`src/rtl/i2c_addr_seq.sv`:
```
module i2c_addr_seq #(
  parameter int ADDR_W = 11
) (
  input  logic              clk,
  input  logic              rst_n,
  input  logic              req_valid,
  output logic              req_ready,
  input  logic [ADDR_W-1:0] req_addr,
  input  logic              req_rd,
  output logic              done,
  output logic [1:0]        status,
  output logic              eng_cmd_valid,
  input  logic              eng_cmd_ready,
  output logic              eng_cmd_op,
  output logic [7:0]        eng_cmd_byte,
  output logic              eng_cmd_stop,
  input  logic              eng_rsp_valid,
  input  logic [1:0]        eng_rsp_status
);

  localparam logic [1:0] ST_OK  = 2'd0;
  localparam logic [1:0] ST_BAD = 2'd3;
  localparam logic [ADDR_W-1:0] LIM7  = ADDR_W'(12'h080);
  localparam logic [ADDR_W-1:0] LIM10 = ADDR_W'(12'h400);

  typedef enum logic [1:0] {S_IDLE, S_ISSUE, S_WAIT, S_FIN} state_t;
  typedef enum logic [1:0] {P_START, P_HI, P_LO} phase_t;

  state_t      st_q;
  phase_t      ph_q;
  logic [9:0]  addr_q;
  logic        rd_q, ten_q;
  logic [1:0]  stat_q;

  wire req_fire = req_valid && req_ready;
  wire ten_in   = req_addr >= LIM7;
  wire bad_in   = (req_addr >= LIM10) || (!ten_in && req_addr[6:3] == 4'hF);

  wire [7:0] hi_byte = {5'b11110, addr_q[9:7]};
  wire [7:0] lo_byte = {addr_q[6:0], rd_q};

  assign req_ready     = (st_q == S_IDLE);
  assign done          = (st_q == S_FIN);
  assign status        = stat_q;
  assign eng_cmd_valid = (st_q == S_ISSUE);
  assign eng_cmd_op    = (ph_q != P_START);
  assign eng_cmd_byte  = (ph_q == P_HI) ? hi_byte : (ph_q == P_LO) ? lo_byte : 8'h00;
  assign eng_cmd_stop  = 1'b0;

  always_ff @(posedge clk) begin
    if (!rst_n) begin
      st_q   <= S_IDLE;
      ph_q   <= P_START;
      addr_q <= '0;
      rd_q   <= 1'b0;
      ten_q  <= 1'b0;
      stat_q <= ST_OK;
    end else begin
      case (st_q)
        S_IDLE: if (req_fire) begin
          addr_q <= req_addr[9:0];
          rd_q   <= req_rd;
          ten_q  <= ten_in;
          ph_q   <= P_START;
          if (bad_in) begin
            stat_q <= ST_BAD;
            st_q   <= S_FIN;
          end else begin
            st_q   <= S_ISSUE;
          end
        end
        S_ISSUE: if (eng_cmd_ready) st_q <= S_WAIT;
        S_WAIT: if (eng_rsp_valid) begin
          if (eng_rsp_status != ST_OK) begin
            stat_q <= eng_rsp_status;
            st_q   <= S_FIN;
          end else begin
            case (ph_q)
              P_START: begin ph_q <= ten_q ? P_HI : P_LO; st_q <= S_ISSUE; end
              P_HI:    begin ph_q <= P_LO; st_q <= S_ISSUE; end
              default: begin stat_q <= ST_OK; st_q <= S_FIN; end
            endcase
          end
        end
        default: st_q <= S_IDLE;
      endcase
    end
  end


  cmd_hold_chk: assert property (@(posedge clk) disable iff (!rst_n)
    eng_cmd_valid && !eng_cmd_ready |=> eng_cmd_valid && $stable(eng_cmd_byte) && $stable(eng_cmd_op));


  no_cmd_in_wait_chk: assert property (@(posedge clk) disable iff (!rst_n)
    eng_cmd_valid && eng_cmd_ready |=> !eng_cmd_valid);


  invalid_fast_chk: assert property (@(posedge clk) disable iff (!rst_n)
    req_valid && req_ready && bad_in |=> done && status == ST_BAD && !eng_cmd_valid);


  err_pass_chk: assert property (@(posedge clk) disable iff (!rst_n)
    st_q == S_WAIT && eng_rsp_valid && eng_rsp_status != ST_OK |=> done && status == $past(eng_rsp_status));


  done_pulse_chk: assert property (@(posedge clk) disable iff (!rst_n)
    done |=> !done && req_ready);


  busy_chk: assert property (@(posedge clk) disable iff (!rst_n)
    (eng_cmd_valid || done) |-> !req_ready);

endmodule

```
`config.mk`:
```
export PLATFORM = sky130hd
export DESIGN_NAME = i2c_addr_seq
export DESIGN_NICKNAME = d
export VERILOG_FILES = /design/src/rtl/i2c_addr_seq.sv
export SDC_FILE = /design/constraint.sdc
export NUM_CORES = 1
export LEC_CHECK = 0
export BUFFER_PORTS_ARGS = -buffer_cell sky130_fd_sc_hd__buf_2
export CAP_MARGIN = 20
export CORE_MARGIN = 8
export CORE_UTILIZATION = 38
export CTS_CLUSTER_SIZE = 10
export DETAILED_ROUTE_END_ITERATION = 16
export GPL_ROUTABILITY_DRIVEN = 0
export SETUP_SLACK_MARGIN = 0.02
export SLEW_MARGIN = 20
export SYNTH_ARGS = -nofsm -noshare
export SYNTH_HDL_FRONTEND = slang
export SYNTH_SLANG_ARGS = --single-unit
```
`constraint.sdc`:
```
create_clock -name clk -period 1.75 [get_ports clk]
set_input_delay 0.175 -clock clk [delete_from_list [all_inputs] [get_ports clk]]
set_output_delay 0.175 -clock clk [all_outputs]
set_load 0.02 [all_outputs]
```
**Word-level counts from Yosys, hierarchy flattened**

Cells that the tools add are included.
W data, S select, Z words.

- Input port bits: 19
- Register bits after elaboration: 18
- Output and inout bits: 15
- Word-level logic and storage cells: 56

- Reductions and logical operators: 14
- Mux-type cells: 21
- Order comparisons: 2
- Eq/ne operators: 13

Operators by type and width:

| cell | count |
|---|---|
| $mux W2 | 15 |
| $mux W8 | 2 |
| $pmux W2 S2 | 3 |
| $ge A11 B11 Y1 const B | 1 |
| $ge A11 B8 Y1 const B | 1 |
| $reduce_and A5 Y1 | 2 |
| $eq A2 B2 Y1 const B | 3 |
| $ne A2 B1 Y1 const B | 3 |
| $ne A3 B3 Y1 const B | 2 |
| $pmux W2 S3 | 1 |
| $reduce_bool A2 Y1 | 3 |
| $eq A2 B1 Y1 const B | 2 |
| $eq A4 B4 Y1 const B | 1 |
| $logic_not A2 Y1 | 2 |
| $ne A2 B2 Y1 const B | 2 |
| $reduce_and A3 Y1 | 1 |
| $logic_and A1 B1 Y1 | 2 |
| $reduce_and A2 Y1 | 1 |
| $reduce_or A2 Y1 | 1 |
| $logic_not A1 Y1 | 1 |
| $logic_or A1 B1 Y1 | 1 |

**Longest topological paths before layout**

- Depth after elaboration: 7
- Depth in mapped cells: 5
- Mapped depth without buffers: 4

**Worst setup path after synthesis**

OpenSTA, ideal clock, no wires.

- Path type: flip-flop to flip-flop
- Start point: register st_q[1]
- End point: register ten_q
- Data arrival time: 1.314 ns
- Buffers on the path: 0
- Period minus slack after synthesis: 1.432 ns
- Library setup time: 0.119 ns
- Slack: 0.318 ns
- Required time: 1.631 ns
- Stages on the path, launching flop included: 4
- Path through: dfxtp_1 or3b_4 or4_1 o221a_1

- Word-level cells in the longest chain between the ends: 3

RTL lines:

| element | line | source |
|---|---|---|
| start: declaration | 29 | `state_t st_q;` |
| start signal: assignment | 52 | `st_q <= S_IDLE;` |
| start signal: assignment | 67 | `st_q <= S_FIN;` |
| start signal: assignment | 69 | `st_q <= S_ISSUE;` |
| $logic_not A2 Y1 * | 42, 59 |  |
| $logic_and A1 B1 Y1 | 35 | `wire req_fire = req_valid && req_ready;` |
| $reduce_and A2 Y1 (no source line) * | n/a |  |
| end signal: assignment | 63 | `ten_q <= ten_in;` |
| end: declaration | 32 | `logic rd_q, ten_q;` |

Mark *: on every way between the ends. The rest lies on a longest branch, timed or not.
A chain may end at the register's enable or synchronous reset.

**Final worst setup path**

- Start point: register ph_q[0]
- End point: output eng_cmd_byte[0]

- Word-level cells in the longest chain between the ends: 3
- Elaborated cells between the ends (all ways): 4
- Those cells by class: eq/ne: 2; mux: 2

RTL lines:

| element | line | source |
|---|---|---|
| start: declaration | 30 | `phase_t ph_q;` |
| start signal: assignment | 53 | `ph_q <= P_START;` |
| start signal: assignment | 64 | `ph_q <= P_START;` |
| start signal: assignment | 79 | `P_START: begin ph_q <= ten_q ? P_HI : P_LO; st_q <= S_ISSUE; end` |
| $eq A2 B2 Y1 | 47 | `assign eng_cmd_byte = (ph_q == P_HI) ? hi_byte : (ph_q == P_LO) ? lo_byte : 8'h00;` |
| $mux W8 | 47 |  |
| $mux W8 * | 47 |  |
| end: declaration | 15 | `output logic [7:0] eng_cmd_byte,` |

Marked as above.

==> results.json <==
{
  "worstSkewPairLatency_ns": 0.29,
  "synthArstFlopShare_pct": 0,
  "ys_warn_count": 0,
  "wl_mm": 2.33,
  "worstPathRequired_ns": 1.57,
  "start_util_pct": 38.4,
  "grt_pass1_wl_mm": 3.77,
  "grt_setup_unrepaired": "no",
  "hold_viol": 0,
  "min_period_ns": 1.48,
  "fin_crit_sh_pct": 84.6,
  "setup_tns_ns": 0,
  "route.met2.wl_mm": 1.14,
  "path_clk_slew_ns": 0.10,
  "fin_nets": 170,
  "postRouteAntennaNets": 0,
  "synth_top_area_share_pct": 39.3,
  "setup_viol": 0,
  "fillers": 263,
  "worstHoldPathCells": 3,
  "port-buffer-count": 32,
  "cts_root_buf": "clkbuf_4",
  "critPathKind": "flop to primary output",
  "leakagePower_nw": 0.574,
  "setup.worst_path.start_class": "flop",
  "die-height_um": 65.1,
  "wire_per_inst_um": 12.9,
  "drc": 0,
  "synth_edf_count": 0,
  "num_rows": 18,
  "drv_cap": 0,
  "grt_max_degree": 21,
  "yosys.cell_types.count": 33,
  "syn-num-nets": 135,
  "antenna_found_initial": 0,
  "gr-total-overflow": 0,
  "yosysMostFrequentCell": "nand2_1",
  "cts_buffer_depth": 2,
  "post_cts_buffers": 0,
  "synthTopCellsByArea": "dfxtp_1 39%, nand2_1 12%, a21boi_1 5.7%",
  "die_w_um": 65.1,
  "vdd_drop_max_mv": 0.397,
  "synth_ff_type": "dfxtp_1",
  "grtUsageTotal_pct": 10.8,
  "numCtsBuffers": 3,
  "ctsResizeCount": 0,
  "n_antenna_cell": 0,
  "syn-cell-area_um2": 917,
  "power_density_mw_per_mm2": 819,
  "dr.pass1.iters": 4,
  "fmax_mhz": 675,
  "crit_fanout": 8,
  "drive_gt1_share_pct": 30.0,
  "whs_ns": 0.108,
  "finClkSkew_ns": 0.00160,
  "grt_pass1_vias": 851,
  "yosysTopAreaCell": "dfxtp_1",
  "core_area_mm2": 0.00239,
  "status": "complete, no violations",
  "slew_violations": 0,
  "area_growth_pct": 27.1,
  "dpl.hpwl_mm": 1.78,
  "cts_tree": "built",
  "dr.max_layer_used": "met3",
  "dr_wl_met3_um": 152,
  "postCtsHoldBufs": 0,
  "drt_iter0_drc": 32,
  "synth_commonest_cells": "30 x nand2_1, 18 x dfxtp_1, 8 x clkbuf_1",
  "die_area_mm2": 0.00424,
  "synthCells": 116,
  "critPathCaptureType": "primary output",
  "synth-seq-cells": 18,
  "pin_count": 34,
  "htree_levels": 1,
  "r2r_cells": 3,
  "arrival_ns": 1.31,
  "routed_via_density": 5.01,
  "p_total_w": 0.000955,
  "cts_sinks": 18,
  "yosysSeqAreaShare_pct": 39.3,
  "hp-class": "input port to flop",
  "m1WireLength_mm": 1.03,
  "syn_avg_cell_area_um2": 7.91,
  "num_vias": 901
}
-- sequential cells by signal, indices dropped and copies added (netlist names) --
| signal | cells |
|---|---|
| addr_q | 10 |
| ph_q | 2 |
| st_q | 2 |
| status | 2 |
| rd_q | 1 |
| ten_q | 1 |
-- final timing paths --
check | from | end | slack [ns]
setup / recovery | ph_q[0]$_SDFFE_PN0P_ | eng_cmd_byte[0] | 0.27
setup reg to reg | st_q[0]$_SDFFE_PN0P_ | ten_q$_SDFFE_PN0P_ | 0.32
hold reg to reg | addr_q[2]$_SDFFE_PN0P_ | addr_q[2]$_SDFFE_PN0P_ | 0.46
hold / removal | req_addr[2] | addr_q[2]$_SDFFE_PN0P_ | 0.11
-- routing by layer --
metal  vias to the layer above  global-route usage, %
li1                        467                      -
met1                       412                   13.0
met2                        22                   17.9
met3                         0                   2.38
met4                         0                   4.90
met5                         -                      0
-- worst max-delay path, cell delays in order, from the launching register on --
cell     delay, ns
dfxtp_1       0.34
nor2b_1       0.13
buf_4         0.16
a22o_1        0.23
buf_2         0.16
-- logic make-up after synthesis --
family	count (synthesis)	share of synthesized area [%]
AND/OR/NAND/NOR	55	29.6
AO/OA/AOI/OAI	32	25.5
flip-flops	18	39.3
buffers and inverters	9	4.09
multiplexers	1	1.09
other	1	0.409
-- placed cells by master, fill, tap and decap left out --
master	instances
o21ai_0	1
clkbuf_4	3
a21oi_1	5
nor4_1	1
o21bai_1	1
o41ai_1	1
o21a_1	1
and3b_1	1
dfxtp_1	18
conb_1	1
a22o_1	3
nand3_1	1
or4_1	2
a32oi_1	1
nand2b_1	5
o21ai_1	1
or3b_4	1
a21boi_1	7
nand4_1	1
nor2b_1	4
nand4b_1	1
a31o_1	1
a21boi_0	4
and2_1	3
clkbuf_8	1
o221a_1	1
nor3_1	1
nor2_1	3
or2_2	1
a21o_1	4
o31ai_1	1
buf_4	7
nand2_1	30
buf_2	32
mux2i_1	1
-- power by group --
| part | internal [W] | switching [W] | leakage [nW] | total [W] |
|---|---|---|---|---|
| clock network | 0.000127 | 0.000130 | 0.0210 | 0.000256 |
| registers | 0.000447 | 0.0000188 | 0.148 | 0.000466 |
| logic | 0.0000995 | 0.000133 | 0.405 | 0.000233 |
-- through the flow --
stage / util [%] / cells / area, um^2 / setup WS (ns)
floorplan: - / 116 / 917 / 0.318
global placement: 47.3 / 176 / 1130 / 0.342
detailed placement: 47.3 / 176 / 1130 / 0.319
CTS: 48.8 / 180 / 1170 / 0.255
global route: 48.8 / 180 / 1170 / 0.176
finish: 48.8 / 180 / 1170 / 0.270
-- final cells by class --
class	instances	area [um^2]	area share, %
clock buffer	4	36.3	3.11
multi-input combinational	89	519	44.5
sequential	18	360	30.9
tap	30	37.5	3.22
timing repair buffer	39	213	18.2
(Power assumes the default switching activity.)
